## src/rtl/vic_pkg.sv

```systemverilog
// Package: shared constants, the arbitration result type and a helper that
// finds the lowest set bit. Assumes the five-source layout of the top module.
package vic_pkg;
    localparam int SRC_N = 5;
    localparam int IDX_W = $clog2(SRC_N);

    typedef struct packed {
        logic             valid;
        logic             hi;
        logic [IDX_W-1:0] idx;
    } pick_t;

    // Lowest set index of a request vector (0 when empty).
    function automatic logic [IDX_W-1:0] lowest_idx(input logic [SRC_N-1:0] v);
        logic [IDX_W-1:0] r;
        r = '0;
        for (int i = SRC_N - 1; i >= 0; i--) begin
            if (v[i]) r = IDX_W'(i);
        end
        return r;
    endfunction
endpackage

```

## src/rtl/vic_flags.sv

```systemverilog
// Request flag stage: the bits chosen by LATCH_MASK capture event pulses and
// hold them until cleared, while the other bits pass level requests through.
// Assumes clr is a one-hot clear from the take logic; a new event wins over a clear.
module vic_flags #(
    parameter int               N          = 5,
    parameter logic [N-1:0]     LATCH_MASK = '0
) (
    input  logic         clk,
    input  logic         rst_n,
    input  logic [N-1:0] evt,
    input  logic [N-1:0] clr,
    output logic [N-1:0] flag
);
    for (genvar i = 0; i < N; i++) begin : g_src
        if (LATCH_MASK[i]) begin : g_latch
            logic held_q;
            // Hold the event until its entry is taken.
            always_ff @(posedge clk) begin
                if (!rst_n)       held_q <= 1'b0;
                else if (evt[i])  held_q <= 1'b1;
                else if (clr[i])  held_q <= 1'b0;
            end
            assign flag[i] = held_q;
        end else begin : g_level
            assign flag[i] = evt[i];
        end
    end
endmodule

```

## src/rtl/vic_pick.sv

```systemverilog
// Arbiter: picks one eligible request from the pending vector, using the
// level-select bits and the in-service state. Purely combinational.
// Assumes pend is already masked by the enables.
module vic_pick
    import vic_pkg::*;
(
    input  logic [SRC_N-1:0] pend,
    input  logic [SRC_N-1:0] hi_sel,
    input  logic             isr_hi,
    input  logic             isr_lo,
    output pick_t            pick
);
    logic [SRC_N-1:0] hi_set;
    logic [SRC_N-1:0] lo_set;

    assign hi_set = pend & hi_sel;
    assign lo_set = pend & ~hi_sel;

    // Level rule first, then the fixed order within the chosen level.
    always_comb begin
        pick = '0;
        if (isr_hi) begin
            pick = '0;
        end else if (|hi_set) begin
            pick.valid = 1'b1;
            pick.hi    = 1'b1;
            pick.idx   = lowest_idx(hi_set);
        end else if (!isr_lo && (|lo_set)) begin
            pick.valid = 1'b1;
            pick.hi    = 1'b0;
            pick.idx   = lowest_idx(lo_set);
        end
    end
endmodule

```

## src/rtl/vic_levels.sv

```systemverilog
// In-service tracker: one bit per level. A take sets its level's bit; a return
// clears the high bit if it is set, otherwise the low bit. If both arrive
// together, the return is applied first and then the take.
module vic_levels (
    input  logic clk,
    input  logic rst_n,
    input  logic take_en,
    input  logic take_hi,
    input  logic ret,
    output logic isr_hi,
    output logic isr_lo
);
    logic hi_n;
    logic lo_n;

    // Next-state: unwind one level on return, then mark the new level.
    always_comb begin
        hi_n = isr_hi;
        lo_n = isr_lo;
        if (ret) begin
            if (hi_n) hi_n = 1'b0;
            else      lo_n = 1'b0;
        end
        if (take_en) begin
            if (take_hi) hi_n = 1'b1;
            else         lo_n = 1'b1;
        end
    end

    // Level state registers.
    always_ff @(posedge clk) begin
        if (!rst_n) begin
            isr_hi <= 1'b0;
            isr_lo <= 1'b0;
        end else begin
            isr_hi <= hi_n;
            isr_lo <= lo_n;
        end
    end
endmodule

```

## src/rtl/vec_irq_ctrl.sv

```systemverilog
// Top: enable and level registers, request flags, the arbiter, the level
// tracker and the registered take/vector outputs. Assumes insn_done and reti
// are one-cycle strobes from the core. Source order: ext0, tmr0, ext1, tmr1, serial.
module vec_irq_ctrl
    import vic_pkg::*;
#(
    parameter int               ADDR_W   = 16,
    parameter int               VEC_BASE = 3,
    parameter int               VEC_STEP = 8,
    parameter logic [SRC_N-1:0] TMR_MASK = 5'b01010
) (
    input  logic              clk,
    input  logic              rst_n,
    input  logic              en_we,
    input  logic [SRC_N:0]    en_wdata,
    input  logic              pri_we,
    input  logic [SRC_N-1:0]  pri_wdata,
    input  logic              ext0_req,
    input  logic              ext1_req,
    input  logic              tmr0_ovf,
    input  logic              tmr1_ovf,
    input  logic              ser_tx_flag,
    input  logic              ser_rx_flag,
    input  logic              insn_done,
    input  logic              reti,
    output logic              take,
    output logic [ADDR_W-1:0] vec_addr
);
    logic [SRC_N:0]   en_q;
    logic [SRC_N-1:0] pri_q;
    logic [SRC_N-1:0] evt;
    logic [SRC_N-1:0] flag;
    logic [SRC_N-1:0] pend;
    logic [SRC_N-1:0] clr;
    logic             glb_en;
    logic             fire;
    logic             isr_hi;
    logic             isr_lo;
    pick_t            pick;

    // Configuration registers.
    always_ff @(posedge clk) begin
        if (!rst_n) begin
            en_q  <= '0;
            pri_q <= '0;
        end else begin
            if (en_we)  en_q  <= en_wdata;
            if (pri_we) pri_q <= pri_wdata;
        end
    end

    assign evt    = {ser_tx_flag | ser_rx_flag, tmr1_ovf, ext1_req, tmr0_ovf, ext0_req};
    assign glb_en = en_q[SRC_N];
    assign pend   = flag & en_q[SRC_N-1:0] & {SRC_N{glb_en}};
    assign fire   = insn_done & pick.valid;
    assign clr    = fire ? (SRC_N'(1) << pick.idx) : '0;

    vic_flags #(
        .N          (SRC_N),
        .LATCH_MASK (TMR_MASK)
    ) u_flags (
        .clk   (clk),
        .rst_n (rst_n),
        .evt   (evt),
        .clr   (clr),
        .flag  (flag)
    );

    vic_pick u_pick (
        .pend   (pend),
        .hi_sel (pri_q),
        .isr_hi (isr_hi),
        .isr_lo (isr_lo),
        .pick   (pick)
    );

    vic_levels u_levels (
        .clk     (clk),
        .rst_n   (rst_n),
        .take_en (fire),
        .take_hi (pick.hi),
        .ret     (reti),
        .isr_hi  (isr_hi),
        .isr_lo  (isr_lo)
    );

    // Registered take pulse and entry address.
    always_ff @(posedge clk) begin
        if (!rst_n) begin
            take     <= 1'b0;
            vec_addr <= '0;
        end else begin
            take <= fire;
            if (fire) vec_addr <= ADDR_W'(VEC_BASE + int'(pick.idx) * VEC_STEP);
        end
    end
endmodule

```

## config.mk

```make
export PLATFORM = sky130hd
export DESIGN_NAME = vec_irq_ctrl
export DESIGN_NICKNAME = d
export VERILOG_FILES = /design/src/rtl/vic_pkg.sv /design/src/rtl/vic_flags.sv /design/src/rtl/vic_pick.sv /design/src/rtl/vic_levels.sv /design/src/rtl/vec_irq_ctrl.sv
export SDC_FILE = /design/constraint.sdc
export NUM_CORES = 1
export LEC_CHECK = 0
export BUFFER_PORTS_ARGS = -buffer_cell sky130_fd_sc_hd__clkbuf_2
export CORE_ASPECT_RATIO = 1.1
export CORE_MARGIN = 4
export CORE_UTILIZATION = 30
export DETAILED_ROUTE_END_ITERATION = 16
export GPL_TIMING_DRIVEN = 1
export PLACE_DENSITY = 0.55
export SKIP_CTS_REPAIR_TIMING = 1
export SYNTH_ARGS = -nofsm -noshare
export SYNTH_HDL_FRONTEND = slang
export SYNTH_SLANG_ARGS = --single-unit
```

## constraint.sdc

```tcl
create_clock -name clk -period 3.76 [get_ports clk]
set_input_delay 0.188 -clock clk [delete_from_list [all_inputs] [get_ports clk]]
set_output_delay 0.188 -clock clk [all_outputs]
set_load 0.02 [all_outputs]
```

After elaboration in Yosys (flattened, before gate mapping):

Index checks and enable logic that the tools add are counted.
Widths: inputs -> output; s select.

* reduce and logical (&&, ||, !) cells: 6
* bitwise gates (word level): 7
* $add $sub $neg: 1
* $mul: 0
* eq/ne operators: 0
* $lt $le $gt $ge: 0
* shift-type cells: 1
* multiplexer cells: 25
* div/mod/pow operators: 0

Operators with widths (number)
* $mux 3: 10
* $and 5x5->5: 4
* $mux 5: 3
* $mux 1: 11
* $reduce_or 5->1: 2
* $add 2x6->7 const A: 1
* $not 5->5: 1
* $mux 4: 1
* $reduce_bool 2->1: 2
* $shl 1x3->4 const A: 1
* $and 1x1->1: 1
* $logic_and 1x1->1: 1
* $logic_not 1->1: 1
* $or 1x1->1: 1

* bits in read-only memories: 0
* memories: 0
* word-level logic and storage cells: 48
* input bits: 23
* RAM bits: 0
* output and inout port bits: 17
* register bits: 32
* latch bits: 0

Depth between registers and ports, before layout:

Gate-level depths: netlist of run 1.

* depth after elaboration: 16
* depth in mapped cells: 7
* gate-level depth less buffers: 6

By module:

Synthesis of run 1 repeated with hierarchy kept, for this count alone.

* cells, all modules: 128
* area total of the unflattened synthesis: 1172.4 µm²

Modules (own cells, without submodules)
* vec_irq_ctrl: seq. area each 320.3 µm², cells each 81, instances 1, area an instance 772.0 µm²
* vic_pick: seq. area each 0.0 µm², cells each 27, instances 1, area an instance 196.4 µm²
* vic_flags: seq. area each 40.0 µm², cells each 11, instances 1, area an instance 120.1 µm²
* vic_levels: seq. area each 40.0 µm², cells each 9, instances 1, area an instance 83.8 µm²

Worst setup path before layout of run 1:

OpenSTA, ideal clock, no wires.

* path kind: register -> register
* from: register en_q[5]
* to: register vec_addr[3]
* arrival time: 1240 ps
* stages on the path, launching flop included: 8
* buffers on the path: 1
* setup slack: 2404 ps
* path through: dfxtp_1 -> buf_6 -> nand4b_1 -> nand4_2 -> o21ai_2 -> a21boi_4 -> mux2i_1 -> nor2b_1

* longest elaborated chain between the ends: 10
* elaborated cells between the ends (all ways): 19
* classes of those cells: 1 x add/sub; 11 x mux; 4 x bitwise; 3 x reduce/logical

Ends and longest elaborated chain
* start, declared: RTL line vec_irq_ctrl.sv:29 `logic [SRC_N:0] en_q;`
* start signal, assigned: RTL line vec_irq_ctrl.sv:47 `if (en_we) en_q <= en_wdata;`
* $and 5x5->5 (*): RTL line vec_irq_ctrl.sv:54 `assign pend = flag & en_q[SRC_N-1:0] & {SRC_N{glb_en}};`
* $and 5x5->5: RTL line vic_pick.sv:17 `assign lo_set = pend & ~hi_sel;`
* $mux 3 (4 in series): RTL line vic_pkg.sv:18 `if (v[i]) r = IDX_W'(i);`
* $mux 5: RTL line vic_pick.sv:28 `end else if (!isr_lo && (|lo_set)) begin`
* $mux 5 (*): RTL line vic_pick.sv:24 `end else if (|hi_set) begin`
* $mux 5 (*): RTL line vic_pick.sv:22 `if (isr_hi) begin`
* $add 2x6->7: RTL line vec_irq_ctrl.sv:94 `if (fire) vec_addr <= ADDR_W'(VEC_BASE + int'(pick.idx) * VEC_STEP);`
* end signal, assigned: RTL line vec_irq_ctrl.sv:94
* end, declared: RTL line vec_irq_ctrl.sv:27 `output logic [ADDR_W-1:0] vec_addr`

Every way passes the cells marked *; elsewhere a longest branch is shown, timed or not.
A chain may end at the register's enable or synchronous reset.

Final worst setup path of run 1:

Same ends and word-level chain as after synthesis.

==> impl_metrics.py, run 1 <==
metrics = {
    "route": {
        "dr.pass1.iters": 3,
        "drt_wl_total_mm": 2.21,
        "vias": 823,
        "drt_iter0_drc": 9,
        "viasPerCell": 4.42,
        "routedWlPerCell_um": 11.9,
        "ant_nets": 0,
        "route.detailed.drc": 0,
    },
    "setup_path": {
        "startpoint_type": "register",
        "worst-path-stages": 6,
        "rrSetupSlack_ns": 2.06,
        "critPathLaunch": "en_q[5]$_SDFFE_PN0P_",
        "crit_required_ns": 4.00,
        "crit_path_end_kind": "register",
        "rr_startpoint": "en_q[5]$_SDFFE_PN0P_",
        "critPathKind": "reg2reg",
        "cpMostUsedCell": "nor2b_1",
        "cpPeakStageDelay_ns": 0.59,
        "critical_path.endpoint": "vec_addr[3]$_SDFFE_PN0P_",
        "cp_max_fo": 12,
        "cp_data_arrival_time_ns": 1.94,
        "slowest_stage": "dfxtp_1",
        "cp_top_family": "flip-flops",
        "reg2regPathDepth": 6,
        "cp.buffers_inverters": 0,
        "crit_chain": "nand4b_1 -> nor2b_1 -> o21ai_1 -> a31oi_1 -> mux2i_1 -> nor2b_1",
        "worstReg2RegEnd": "vec_addr[3]$_SDFFE_PN0P_",
    },
    "clock_network": {
        "cts.sinks": 20,
        "cts.reportedPaths.clkPinSlew_ns": 0.11,
        "ctsRootBufferMaster": "clkbuf_4",
        "cts-htree-levels": 1,
        "numCtsBuffers": 3,
        "clk_path_buf_depth": 2,
        "clk_latency_ns": 0.30,
        "cts_tree": "yes",
    },
    "logic_synthesis": {
        "yosys.area.top_type": "dfxtp_1",
        "ys_ff_latch": 20,
        "synth_top_cell_area_share": 0.371,
        "synth_edf_count": 0,
        "synthCells": 113,
        "syn_area_mm2": 0.00108,
        "synth_common_cells": "dfxtp_1, nor2b_1, buf_4, mux2i_1, nand2_1",
        "synthFlopType": "dfxtp_1",
        "synthTopCellsByArea": "dfxtp_1, mux2i_1, nor2b_1, buf_4, nand4b_1",
        "yosysSeqAreaShare": 0.371,
        "async_reset_ff_frac": 0,
        "synth-warning-count": 0,
        "avgSynthCellArea_um2": 9.56,
        "synthMostInstantiatedCell": "dfxtp_1",
        "ys_types": 32,
    },
    "pwr": {
        "sw_frac_of_total": 0.253,
        "vdd_drop_max_mv": 0.171,
        "power_density_mw_per_mm2": 330,
        "leakagePower_nw": 0.562,
        "power_frac_comb": 0.133,
        "p_switching_mw": 0.103,
        "clkPwrFrac": 0.300,
        "pwr-share-seq": 0.567,
        "p_int_mw": 0.305,
    },
    "place": {
        "dp_hpwl_mm": 1.75,
        "placed_area_mm2": 0.00120,
        "place.gp.congestion": 0.874,
        "dp_cells": 182,
        "io_buffers": 28,
    },
    "sta": {
        "slew_violations": 0,
        "hold_slack_ns": 0.132,
        "clock_skew_ns": 0.00875,
        "finalHoldViolCount": 0,
        "setup_viol": 0,
        "setup-tns-final_ns": 0,
        "fmaxAchievable_mhz": 588,
        "grt_setup_unrepaired": "false",
        "fin_crit_sh": 0.453,
        "min_period_ns": 1.70,
    },
    "floorplan": {
        "dieArea_mm2": 0.00462,
        "rows": 22,
        "die_height_um": 70.9,
        "core_region_area_mm2": 0.00341,
        "die_w_um": 65.2,
        "io_pins": 40,
        "initial_core_util": 0.316,
    },
    "global_routing": {
        "grt_pass1_wl_mm": 3.55,
        "antenna_found_initial": 0,
        "overflow": 0,
        "track_usage": 0.0979,
        "grt_max_degree": 21,
        "grt_pass1_vias": 778,
    },
    "finish": {
        "drive_above_1_share": 0.297,
        "fin_area_mm2": 0.00124,
        "fillers": 364,
        "syn2layout_area_growth_pct": 14.6,
        "antenna_cells": 0,
        "instances_no_fill": 186,
        "regArea_um2": 400,
        "multi_input_area_um2": 586,
        "nNetsFinal": 162,
    },
    "status": {
        "status": "finished clean",
    },
    "flow_run": {
        "max-cap-violations": 0,
    },
    "min_path": {
        "hold_path_class": "in2reg",
    },
}
==> final cells by class <==
cell class / count / share of cell area
Sequential cell: 20 / 0.324
Timing Repair Buffer: 28 / 0.113
Inverter: 4 / 0.0121
Multi-Input combinational cell: 82 / 0.473
Clock buffer: 4 / 0.0293
Tap cell: 48 / 0.0485
==> power groups by stage <==
stage / clock (mW) / combinational (mW) / sequential [mW]
global route: 0.138 / 0.0607 / 0.233
detailed placement: 0 / 0.0550 / 0.236
CTS: 0.129 / 0.0551 / 0.231
global placement: 0 / 0.0541 / 0.236
finish: 0.123 / 0.0543 / 0.232
floorplan: 0 / 0.0489 / 0.233
==> registers in the layout, summed over array words and instances (netlist names) <==
register and flops:
take 1, u_levels.isr_hi 1, pri_q 5, u_flags.g_src.g_latch.held_q 2, en_q 6, vec_addr 4, u_levels.isr_lo 1
==> worst min-delay path by stage <==
stage	from	cells after the start	slack (ns)	endpoint
after global placement	pri_wdata[2]	3	0.45	pri_q[2]$_SDFFE_PN0P_
after CTS	tmr1_ovf	3	0.12	u_flags.g_src[3].g_latch.held_q$_SDFFE_PN0P_
final	tmr1_ovf	3	0.13	u_flags.g_src[3].g_latch.held_q$_SDFFE_PN0P_
after detailed placement	tmr1_ovf	3	0.46	u_flags.g_src[3].g_latch.held_q$_SDFFE_PN0P_
after floorplan	tmr0_ovf	2	0.34	u_flags.g_src[1].g_latch.held_q$_SDFFE_PN0P_
after global routing	tmr0_ovf	3	0.13	u_flags.g_src[1].g_latch.held_q$_SDFFE_PN0P_
==> placed cells by master (no fill, tap or decap), drive strengths merged <==
master / Yosys / routed
a21oi: 1 / 1
nand2b: 2 / 2
clkbuf: 4 / 32
and2: 2 / 2
mux2i: 12 / 12
a2bb2oi: 1 / 1
a31oi: 2 / 2
a211oi: 1 / 1
inv: 4 / 4
dfxtp: 20 / 20
nor2: 3 / 3
and4b: 1 / 1
a41oi: 2 / 2
nor2b: 16 / 16
conb: 1 / 11
o211a: 1 / 1
a21boi: 4 / 4
o21a: 1 / 1
nand2: 6 / 6
nand4: 5 / 5
o21ai: 5 / 5
nand4b: 4 / 4
o2111ai: 2 / 2
==> worst reg2reg max path, cell delays in order (launching register included) <==
cell      delay (ns)
dfxtp_1         0.59
nand4b_1        0.25
nor2b_1         0.17
o21ai_1         0.06
a31oi_1         0.32
mux2i_1         0.13
nor2b_1         0.13
==> layer usage <==
layer,GRT usage,wire length [um],up-vias
li1,-,-,427
met3,0.0349,152,2
met5,0,0,-
met2,0.157,1010,26
met4,0.0346,19,0
met1,0.120,1020,368
==> stage by stage <==
step | utilization | power [mW] | setup WS [ns]
6_report | 0.363 | 0.408 | 2.06
5_1_grt | 0.363 | 0.431 | 1.95
4_1_cts | 0.363 | 0.416 | 2.07
3_5_place_dp | 0.352 | 0.291 | 2.08
3_3_place_gp | 0.352 | 0.290 | 2.14
2_1_floorplan | - | 0.282 | 2.40
==> kinds of logic after synthesis <==
group | after synthesis | synth area share
buffers and inverters | 21 | 0.122
and+or+nand+nor | 39 | 0.238
AOI/OAI and AO/OA | 20 | 0.155
muxes | 12 | 0.111
DFF | 20 | 0.371
other | 1 | 0.00347
Note: power is estimated with default switching activity, not from simulation.
==> inputs of run 2 (changes only) <==
--- a/config.mk
+++ b/config.mk
@@ -11,7 +11,7 @@
 export CORE_UTILIZATION = 30
 export DETAILED_ROUTE_END_ITERATION = 16
 export GPL_TIMING_DRIVEN = 1
-export PLACE_DENSITY = 0.55
+export PLACE_DENSITY = 0.57
 export SKIP_CTS_REPAIR_TIMING = 1
 export SYNTH_ARGS = -nofsm -noshare
 export SYNTH_HDL_FRONTEND = slang
==> constraint.sdc (replaced) <==
create_clock -name clk -period 1.45 [get_ports clk]
set_input_delay 0.0725 -clock clk [delete_from_list [all_inputs] [get_ports clk]]
set_output_delay 0.0725 -clock clk [all_outputs]
set_load 0.02 [all_outputs]
==> run 2 against run 1 <==
Effect of this change:
- the run now ends with setup timing left
- hold slack lost 0.10 ns
- global-route usage increased by 1.1 points
- design area up 11%
- largest cell class unchanged
- critical path depth increased by 1
- wire length is 11% higher
- clock skew is 0.0074 ns lower
==> impl_metrics.py, run 2 (same netlist as run 1, synthesis figures left out) <==
metrics = {
    "floorplan": {
        "die_w_um": 65.2,
        "core_region_area_mm2": 0.00341,
        "initial_core_util": 0.316,
        "dieArea_mm2": 0.00462,
        "rows": 22,
        "die_height_um": 70.9,
        "io_pins": 40,
    },
    "global_routing": {
        "grtUsageMet1": 0.131,
        "busiest_layer": "met2",
        "grt_max_degree": 21,
        "grt_pass1_wl_mm": 3.98,
        "grt_pass1_vias": 915,
        "grt_use_met3": 0.0175,
        "antenna_found_initial": 0,
        "overflow": 0,
        "grt_use_met2": 0.180,
        "track_usage": 0.108,
    },
    "setup_path": {
        "critPathKind": "reg2reg",
        "crit_required_ns": 1.63,
        "cp.buffers_inverters": 2,
        "cp_top_family": "compound AO/OA/AOI/OAI gates",
        "crit_chain": "buf_6 -> nand4b_1 -> a211oi_2 -> a21oi_1 -> nor2_2 -> buf_4 -> a41oi_2",
        "cp_max_fo": 4,
        "worstReg2RegEnd": "u_flags.g_src[3].g_latch.held_q$_SDFFE_PN0P_",
        "startpoint_type": "register",
        "cp_data_arrival_time_ns": 1.71,
        "reg2regPathDepth": 7,
        "slowest_stage": "dfxtp_4",
        "cpPeakStageDelay_ns": 0.38,
        "rrSetupSlack_ns": -0.08,
        "crit_path_end_kind": "register",
        "rr_startpoint": "en_q[5]$_SDFFE_PN0P_",
    },
    "finish": {
        "layout_commonest_cell": "clkbuf_2",
        "top_register": "en_q",
        "final_cell_mix": "clkbuf_2, dfxtp_1, nor2b_1",
        "instances_no_fill": 196,
        "drive_above_1_share": 0.405,
        "fillers": 372,
        "syn2layout_area_growth_pct": 27.1,
        "largest_reg_flops": 6,
        "nNetsFinal": 173,
        "antenna_cells": 0,
        "post-route-util": 0.402,
        "reg_top3": "en_q x6, pri_q x5, vec_addr x4",
    },
    "route": {
        "ant_nets": 0,
        "routedWlPerCell_um": 12.5,
        "vias": 892,
        "drt_iter0_drc": 13,
        "viasPerCell": 4.55,
        "route.detailed.drc": 0,
        "dr.pass1.iters": 3,
        "drt_wl_total_mm": 2.44,
    },
    "status": {
        "violations": "setup timing",
        "status": "finished with violations",
    },
    "clock_network": {
        "cts.sinks": 20,
        "cts_tree": "yes",
        "clk_latency_ns": 0.29,
        "ctsRootBufferMaster": "clkbuf_4",
        "clk_path_buf_depth": 2,
        "cts-htree-levels": 1,
        "cts.reportedPaths.clkPinSlew_ns": 0.11,
        "numCtsBuffers": 3,
    },
    "sta": {
        "finalHoldViolCount": 0,
        "fin_crit_sh": 1.05,
        "slew_violations": 0,
        "clock_skew_ns": 0.00130,
        "worst_slack_ns": -0.0782,
        "fmaxAchievable_mhz": 654,
        "min_period_ns": 1.53,
        "grt_setup_unrepaired": "true",
        "setup_viol": 7,
    },
    "min_path": {
        "hold_path_class": "in2reg",
        "hold_end": "pri_q[2]$_SDFFE_PN0P_",
        "min_from": "pri_wdata[2]",
        "min_path_cells": 3,
    },
    "pwr": {
        "leakagePower_nw": 0.625,
        "power_density_mw_per_mm2": 753,
        "vdd_drop_max_mv": 0.278,
    },
    "flow_run": {
        "max-cap-violations": 0,
    },
    "place": {
        "io_buffers": 28,
        "dp_cells": 190,
        "place.gp.congestion": 0.756,
        "dp_hpwl_mm": 1.91,
    },
}
run 2: area by class of cell:
class	instances	area (um2)	share of cell area
inverter	4	15.0	0.0109
sequential	20	405	0.295
tap	48	60.1	0.0438
timing repair buffer	39	230	0.168
multi-input combinational	82	639	0.466
clock buffer	3	22.5	0.0164
run 2: worst max-delay path by stage:
stage	from	end	slack (ns)	cells past startpoint
after CTS	en_q[5]$_SDFFE_PN0P_	vec_addr[3]$_SDFFE_PN0P_	-0.10	7
final	en_q[5]$_SDFFE_PN0P_	u_flags.g_src[3].g_latch.held_q$_SDFFE_PN0P_	-0.08	7
after global placement	en_q[5]$_SDFFE_PN0P_	vec_addr[3]$_SDFFE_PN0P_	-0.008	7
after detailed placement	en_q[5]$_SDFFE_PN0P_	vec_addr[3]$_SDFFE_PN0P_	-0.09	7
after floorplan	en_q[5]$_SDFFE_PN0P_	vec_addr[3]$_SDFFE_PN0P_	0.09	7
after global routing	en_q[5]$_SDFFE_PN0P_	vec_addr[3]$_SDFFE_PN0P_	-0.15	7
run 2: layer usage:
layer | vias up | share of wire
met4 | 0 | 0.027
met3 | 6 | 0.040
met5 | - | 0
met2 | 26 | 0.49
li1 | 445 | -
met1 | 415 | 0.44
run 2: worst reg2reg max path, stage by stage, from the launching register on:
cell	delay [ns]
dfxtp_4	0.38
buf_6	0.09
nand4b_1	0.20
a211oi_2	0.27
a21oi_1	0.10
nor2_2	0.14
buf_4	0.13
a41oi_2	0.11
run 2: power by group:
part           switching, mW  internal, mW  total (mW)
clock                  0.170        0.0967       0.266
sequential            0.0221         0.574       0.596
combinational         0.0899        0.0810       0.171
total                  0.282         0.752        1.03
run 2: stage by stage:
step	setup TNS [ns]	worst slack [ns]	power [mW]	hold slack, ns	area [um2]
floorplan	0	0.0938	0.732	0.229	1120
global placement	-0.00819	-0.00819	0.766	0.330	1260
detailed placement	-0.270	-0.0867	0.769	0.343	1260
CTS	-0.482	-0.105	1.04	0.0178	1280
global route	-1.03	-0.151	1.09	0.0223	1370
finish	-0.337	-0.0782	1.03	0.0276	1370
